==> config.mk <==
export PLATFORM = sky130hd
export DESIGN_NAME = mbox_duplex
export DESIGN_NICKNAME = d
export VERILOG_FILES = /design/src/rtl/mbox_pkg.sv /design/src/rtl/mbox_channel.sv /design/src/rtl/mbox_port.sv /design/src/rtl/mbox_duplex.sv
export SDC_FILE = /design/constraint.sdc
export NUM_CORES = 1
export LEC_CHECK = 0
export CORE_UTILIZATION = 35
export DETAILED_ROUTE_END_ITERATION = 8
export SETUP_SLACK_MARGIN = 0.02
export SKIP_CTS_REPAIR_TIMING = 1
export SLEW_MARGIN = 20
export SYNTH_ARGS = -nofsm -noshare
export SYNTH_HDL_FRONTEND = slang
export SYNTH_HIERARCHICAL = 1
export SYNTH_SLANG_ARGS = --single-unit
export TNS_END_PERCENT = 10
==> constraint.sdc <==
create_clock -name clk_i -period 1.17 [get_ports clk_i]
set_clock_uncertainty 0.1 [all_clocks]
set_input_delay 0.234 -clock clk_i [delete_from_list [all_inputs] [get_ports clk_i]]
set_output_delay 0.234 -clock clk_i [all_outputs]
set_load 0.01 [all_outputs]
==> src/rtl/mbox_pkg.sv <==
`timescale 1ns/1ps
package mbox_pkg;
  localparam int unsigned NUM_SIDES = 2;
  localparam int unsigned ADDR_W    = 2;

  typedef enum logic [ADDR_W-1:0] {
    REG_CMD  = 2'd0,
    REG_DATA = 2'd1,
    REG_STAT = 2'd2,
    REG_RSVD = 2'd3
  } reg_sel_e;

  localparam int unsigned STAT_IN_PEND  = 0;
  localparam int unsigned STAT_OUT_PEND = 1;
  localparam int unsigned STAT_OUT_OVF  = 2;
endpackage

==> src/rtl/mbox_channel.sv <==
`timescale 1ns/1ps
module mbox_channel #(
  parameter int unsigned WORD_W = 16
) (
  input  logic              clk_i,
  input  logic              rst_ni,
  input  logic              post_i,
  input  logic [WORD_W-1:0] cmd_i,
  input  logic              data_we_i,
  input  logic [WORD_W-1:0] data_i,
  input  logic              ack_i,
  input  logic              ovf_clr_i,
  output logic [WORD_W-1:0] cmd_o,
  output logic [WORD_W-1:0] data_o,
  output logic              pend_o,
  output logic              ovf_o
);
  logic [WORD_W-1:0] cmd_q, data_q;
  logic              pend_q, pend_d, ovf_q, ovf_d, ovf_set;

  // post wins over a same-cycle ack; overflow only when the old message is lost
  always_comb begin
    ovf_set = post_i & pend_q & ~ack_i;
    pend_d  = post_i | (pend_q & ~ack_i);
    ovf_d   = ovf_set | (ovf_q & ~ovf_clr_i);
  end

  always_ff @(posedge clk_i or negedge rst_ni) begin
    if (!rst_ni) begin
      cmd_q  <= '0;
      data_q <= '0;
      pend_q <= 1'b0;
      ovf_q  <= 1'b0;
    end else begin
      if (post_i)    cmd_q  <= cmd_i;
      if (data_we_i) data_q <= data_i;
      pend_q <= pend_d;
      ovf_q  <= ovf_d;
    end
  end

  assign cmd_o  = cmd_q;
  assign data_o = data_q;
  assign pend_o = pend_q;
  assign ovf_o  = ovf_q;
endmodule

==> src/rtl/mbox_port.sv <==
`timescale 1ns/1ps
module mbox_port
  import mbox_pkg::*;
#(
  parameter int unsigned WORD_W = 16
) (
  input  logic              sel_i,
  input  logic              we_i,
  input  logic [ADDR_W-1:0] addr_i,
  input  logic [WORD_W-1:0] wdata_i,
  output logic [WORD_W-1:0] rdata_o,
  output logic              post_o,
  output logic              data_we_o,
  output logic              ack_o,
  output logic              ovf_clr_o,
  input  logic [WORD_W-1:0] in_cmd_i,
  input  logic [WORD_W-1:0] in_data_i,
  input  logic              in_pend_i,
  input  logic              out_pend_i,
  input  logic              out_ovf_i
);
  reg_sel_e reg_sel;
  logic     wr, rd;

  assign reg_sel = reg_sel_e'(addr_i);
  assign wr      = sel_i & we_i;
  assign rd      = sel_i & ~we_i;

  assign post_o    = wr & (reg_sel == REG_CMD);
  assign data_we_o = wr & (reg_sel == REG_DATA);
  assign ovf_clr_o = wr & (reg_sel == REG_STAT) & wdata_i[STAT_OUT_OVF];
  assign ack_o     = rd & (reg_sel == REG_CMD);

  always_comb begin
    rdata_o = '0;
    if (rd) begin
      unique case (reg_sel)
        REG_CMD:  rdata_o = in_cmd_i;
        REG_DATA: rdata_o = in_data_i;
        REG_STAT: begin
          rdata_o[STAT_IN_PEND]  = in_pend_i;
          rdata_o[STAT_OUT_PEND] = out_pend_i;
          rdata_o[STAT_OUT_OVF]  = out_ovf_i;
        end
        default:  rdata_o = '0;
      endcase
    end
  end
endmodule

==> src/rtl/mbox_duplex.sv <==
`timescale 1ns/1ps
module mbox_duplex
  import mbox_pkg::*;
#(
  parameter int unsigned WORD_W = 16
) (
  input  logic              clk_i,
  input  logic              rst_ni,
  input  logic              a_sel_i,
  input  logic              a_we_i,
  input  logic [1:0]        a_addr_i,
  input  logic [WORD_W-1:0] a_wdata_i,
  output logic [WORD_W-1:0] a_rdata_o,
  output logic              a_irq_o,
  input  logic              b_sel_i,
  input  logic              b_we_i,
  input  logic [1:0]        b_addr_i,
  input  logic [WORD_W-1:0] b_wdata_i,
  output logic [WORD_W-1:0] b_rdata_o,
  output logic              b_irq_o
);
  // channel s carries messages sent by side s; side 0 = A, side 1 = B
  logic [NUM_SIDES-1:0]             sel_w, we_w;
  logic [NUM_SIDES-1:0][ADDR_W-1:0] addr_w;
  logic [NUM_SIDES-1:0][WORD_W-1:0] wdata_w, rdata_w, cmd_w, data_w;
  logic [NUM_SIDES-1:0]             post_w, dwe_w, ack_w, clr_w, pend_w, ovf_w;

  assign sel_w   = {b_sel_i, a_sel_i};
  assign we_w    = {b_we_i, a_we_i};
  assign addr_w  = {b_addr_i, a_addr_i};
  assign wdata_w = {b_wdata_i, a_wdata_i};

  for (genvar s = 0; s < NUM_SIDES; s++) begin : g_side
    localparam int unsigned PEER = NUM_SIDES - 1 - s;

    mbox_channel #(.WORD_W(WORD_W)) u_chan (
      .clk_i     (clk_i),
      .rst_ni    (rst_ni),
      .post_i    (post_w[s]),
      .cmd_i     (wdata_w[s]),
      .data_we_i (dwe_w[s]),
      .data_i    (wdata_w[s]),
      .ack_i     (ack_w[PEER]),
      .ovf_clr_i (clr_w[s]),
      .cmd_o     (cmd_w[s]),
      .data_o    (data_w[s]),
      .pend_o    (pend_w[s]),
      .ovf_o     (ovf_w[s])
    );

    mbox_port #(.WORD_W(WORD_W)) u_port (
      .sel_i      (sel_w[s]),
      .we_i       (we_w[s]),
      .addr_i     (addr_w[s]),
      .wdata_i    (wdata_w[s]),
      .rdata_o    (rdata_w[s]),
      .post_o     (post_w[s]),
      .data_we_o  (dwe_w[s]),
      .ack_o      (ack_w[s]),
      .ovf_clr_o  (clr_w[s]),
      .in_cmd_i   (cmd_w[PEER]),
      .in_data_i  (data_w[PEER]),
      .in_pend_i  (pend_w[PEER]),
      .out_pend_i (pend_w[s]),
      .out_ovf_i  (ovf_w[s])
    );
  end

  assign a_rdata_o = rdata_w[0];
  assign b_rdata_o = rdata_w[1];
  assign a_irq_o   = pend_w[1];
  assign b_irq_o   = pend_w[0];
endmodule

Word level (Yosys, flattened, before mapping)

Cells that the tools add are included.

Equal/unequal tests: 4
Muxes and demuxes: 6
Bitwise operators: 32
Reduce and logical (&&, ||, !) cells: 2

Operators by type and width:

| kind                                                                   | count |
|---|---|
| 13-bit one-hot mux with 2 select lines                                 | 2 |
| 16-bit 2-to-1 mux                                                      | 2 |
| 1-bit bitwise AND                                                      | 22 |
| 3-bit one-hot mux with 3 select lines                                  | 2 |
| 1-bit inverter                                                         | 6 |
| 2-bit by 1-bit equality test with 1-bit output (second input constant) | 2 |
| 2-bit equality test (second input constant)                            | 2 |
| 2-bit zero test                                                        | 2 |
| 1-bit OR                                                               | 4 |

Flip-flop bits (word level): 68
Bits of input ports: 42
Output and inout bits: 34

Longest topological paths before layout

Depth after elaboration: 6
Depth in mapped cells: 5
Depth with buffers taken out: 4

Cells and area by module

Netlist, hierarchy kept.

Modules (own cells, without submodules):

| module       | times used | cells each | area each (um^2) | seq. area each (um^2) |
|---|---|---|---|---|
| mbox_channel | 2          | 74         | 1367.6           | 850.8 |
| mbox_port    | 2          | 37         | 321.6            | 0.0 |

Worst setup path after synthesis

No wires, ideal clock.

Path type: input -> register
Start point: input a_addr_i[0]
End point: register g_side[0].u_chan.cmd_q[10]
Data arrival time: 1.166 ns
Setup slack: -0.221 ns
Stages on the path: 5
Path through: buf_4 > nor3_1 > buf_6 > buf_12 > mux2_4

Longest elaborated chain between the ends: 2

RTL lines:

| what                   | line               | text |
|---|---|---|
| start: declaration     | mbox_duplex.sv:11  | `input logic [1:0] a_addr_i,` |
| 2-bit zero test        | mbox_port.sv:29    | `assign post_o = wr & (reg_sel == REG_CMD);` |
| 1-bit bitwise AND      | mbox_port.sv:29    |  |
| net post_w[0]          | mbox_duplex.sv:26  | `logic [NUM_SIDES-1:0] post_w, dwe_w, ack_w, clr_w, pend_w, ovf_w;` |
| end signal: assignment | mbox_channel.sv:35 | `if (post_i) cmd_q <= cmd_i;` |
| end: declaration       | mbox_channel.sv:18 | `logic [WORD_W-1:0] cmd_q, data_q;` |

The timed path passes the listed nets, and every way through them passes these cells.
A chain may end at the register's enable or synchronous reset.

Final worst setup path

Start point: input a_we_i
End point: output a_rdata_o[15]

Longest elaborated chain between the ends: 3

RTL lines:

| what               | line              | text |
|---|---|---|
| start: declaration | mbox_duplex.sv:10 | `input logic a_we_i,` |
| 1-bit inverter     | mbox_port.sv:27   | `assign rd = sel_i & ~we_i;` |
| 1-bit bitwise AND  | mbox_port.sv:27   |  |
| 16-bit 2-to-1 mux  | mbox_port.sv:36   | `if (rd) begin` |
| end: declaration   | mbox_duplex.sv:13 | `output logic [WORD_W-1:0] a_rdata_o,` |

Every way passes these cells.

==> impl_metrics.json <==
{
  "yosysUniqueCellTypes": 21,
  "drtAntennaViolNets": 0,
  "initial_core_util": 0.364,
  "wl_met3_um": 390,
  "violations": "negative setup slack",
  "syn-num-nets": 264,
  "final_util": 0.539,
  "clockBufferDepth": 2,
  "ir_drop_uv": 710,
  "grt_max_degree": 69,
  "grt_pass1_wl_mm": 11.8,
  "setup_viol": 73,
  "arrival_ns": 1.43,
  "drv_slew": 0,
  "slowest_delay_ns": 0.26,
  "routed.top_layer": "met4",
  "cp-start-kind": "primary input",
  "place_hpwl_mm": 4.73,
  "n_antenna_cell": 0,
  "htreeDepth": 3,
  "first_iter_violations": 57,
  "synth_warnings": 6,
  "gp_congestion": 0.752,
  "numCtsBuffers": 9,
  "cts_sinks": 68,
  "drt_first_pass_iters": 4,
  "cts_tree": "done",
  "final_hold_viol_count": 0,
  "grt_overflow": 0,
  "crit_path_end_kind": "primary output",
  "synth_seq_area_share": 0.504,
  "status": "complete, but fails checks",
  "slowest_stage": "nor3b_4",
  "netlist_instances": 222,
  "wl_met2_mm": 3.48,
  "num_rows": 35,
  "chipWidth_um": 100,
  "totalWireLength_mm": 7.58,
  "die_h_um": 100,
  "grt_pass1_vias": 2328,
  "insertion_delay_ns": 0.33,
  "io_buffers": 75,
  "fmax_mhz": 568,
  "dieArea_sq_um": 10000,
  "p_per_area_nw_per_um2": 1370,
  "path_max_fanout": 4,
  "cp_num_buf_inv": 6,
  "drv_cap": 0,
  "worst_pin_slew_ns": 0.364,
  "clk_pin_slew_ns": 0.07,
  "finalCriticalPeriod_ns": 1.76,
  "final_common_cell": "dfrtp_1",
  "dp_slack_ns": -1.20,
  "num_vias": 2267,
  "path_common_cell": "buf_6",
  "relSlewSlack": 0.757,
  "critPathTopFamily": "buffers and inverters",
  "drc": 0,
  "avgSynthCellArea_sq_um": 15.2,
  "hp-class": "primary input to flop",
  "syn_area_sq_um": 3380,
  "wire_per_inst_um": 15.9,
  "finalNetCount": 384,
  "grt_antenna_before_repair": 0,
  "wl_met1_mm": 3.64,
  "required_ns": 0.84,
  "io_pins": 76,
  "p_leak_nw": 2.30,
  "fin_crit_sh": 1.50,
  "critPathKind": "primary input to primary output",
  "core_area_sq_um": 9280,
  "setup_slack_ns": -0.591,
  "rsz0062_at_grt": "yes",
  "detail_route.vias_per_cell": 4.76,
  "root_buffer": "clkbuf_8",
  "grtUsageTotal": 0.153,
  "path_cells": "buf_6 -> nand2b_4 -> nor3b_4 -> buf_6 -> clkbuf_16 -> buf_6 -> buf_6 -> a22o_1 -> buf_2",
  "ys_ff_latch": 68,
  "area_growth_pct": 48.0,
  "layout_common_cells": "dfrtp_1, mux2_4, clkdlybuf4s50_1",
  "drive_above_1_share": 0.620
}
[flip-flops by register name (all words and copies together), names as in the netlist]
name and count:
g_side.u_chan/cmd_o 32, g_side.u_chan/pend_o 2, g_side.u_chan/data_o 32, g_side.u_chan/ovf_o 2
[tightest hold or removal path: stages]
cell and delay (ns):
clkbuf_2 0.12, buf_6 0.16, nor3_1 0.07, inv_1 0.04, a32o_1 0.11
[cell families after synthesis]
| logic type | share of synthesized area |
|---|---|
| flops | 0.504 |
| mux | 0.253 |
| compound gates | 0.113 |
| simple gates | 0.0667 |
| buf+inv | 0.0637 |
[final cells by class]
type / count / area [sq um]
clock buffer: 11 / 151
inverter: 4 / 15.0
multi-input combinational: 134 / 1670
tap: 129 / 161
fill: 796 / 4280
timing repair buffer: 125 / 1240
sequential: 68 / 1700
clock inverter: 5 / 58.8
[metal layers]
metal  global-route usage  up-vias
li1                     -     1065
met3               0.0522        7
met5                    0        -
met4               0.0401        0
met2                0.239       58
met1                0.204     1137
[through the flow]
stage	std cells	TNS [ns]	cell area [sq um]	hold WS [ns]	total power, mW
after floorplan	222	-9.38	3410	-0.162	4.01
after global placement	445	-91.96	4490	0.188	4.70
after detailed placement	445	-92.20	4490	0.184	4.72
after CTS	461	-69.02	4700	-0.179	6.78
after global routing	476	-17.70	5000	0.334	7.22
final	476	-14.76	5000	0.320	6.84
[report_power, final]
| group | internal, mW | leakage [nW] | switching, mW |
|---|---|---|---|
| clock | 1.10 | 0.102 | 0.911 |
| sequential | 2.87 | 0.816 | 0.338 |
| combinational | 1.10 | 1.38 | 0.506 |
| total | 5.08 | 2.30 | 1.76 |
[worst paths after layout]
path	start	end	slack (ns)	cells after the start
setup / recovery	a_we_i	a_rdata_o[15]	-0.59	9
hold / removal	a_addr_i[0]	g_side[0].u_chan/ovf_o	0.32	5
setup reg to reg	g_side[0].u_chan/data_o[1]	g_side[0].u_chan/data_o[1]	0.16	2
hold reg to reg	g_side[0].u_chan/ovf_o	g_side[0].u_chan/ovf_o	0.41	1
max in group asynchronous	rst_ni	g_side[1].u_chan/cmd_o[7]	0.33	3
min in group asynchronous	rst_ni	g_side[0].u_chan/cmd_o[5]	0.35	3
[cell usage after synthesis]
cell / number / area share
nor3b_1: 2 / 0.0044
nor3b_4: 2 / 0.011
nand2b_1: 6 / 0.011
nor3_1: 4 / 0.0059
inv_1: 4 / 0.0044
buf_12: 4 / 0.024
and2b_1: 2 / 0.0044
a32o_1: 2 / 0.0059
nand2_1: 4 / 0.0044
a22o_2: 20 / 0.059
buf_4: 4 / 0.0089
dfrtp_1: 68 / 0.50
mux2_2: 28 / 0.093
a22o_1: 6 / 0.016
mux2_4: 36 / 0.16
a21o_2: 2 / 0.0052
nand2b_4: 2 / 0.0081
nor2b_1: 4 / 0.0074
a211oi_1: 12 / 0.027
buf_6: 8 / 0.027
nor3_4: 2 / 0.0096
No activity file was read; power rests on OpenSTA's default activity.
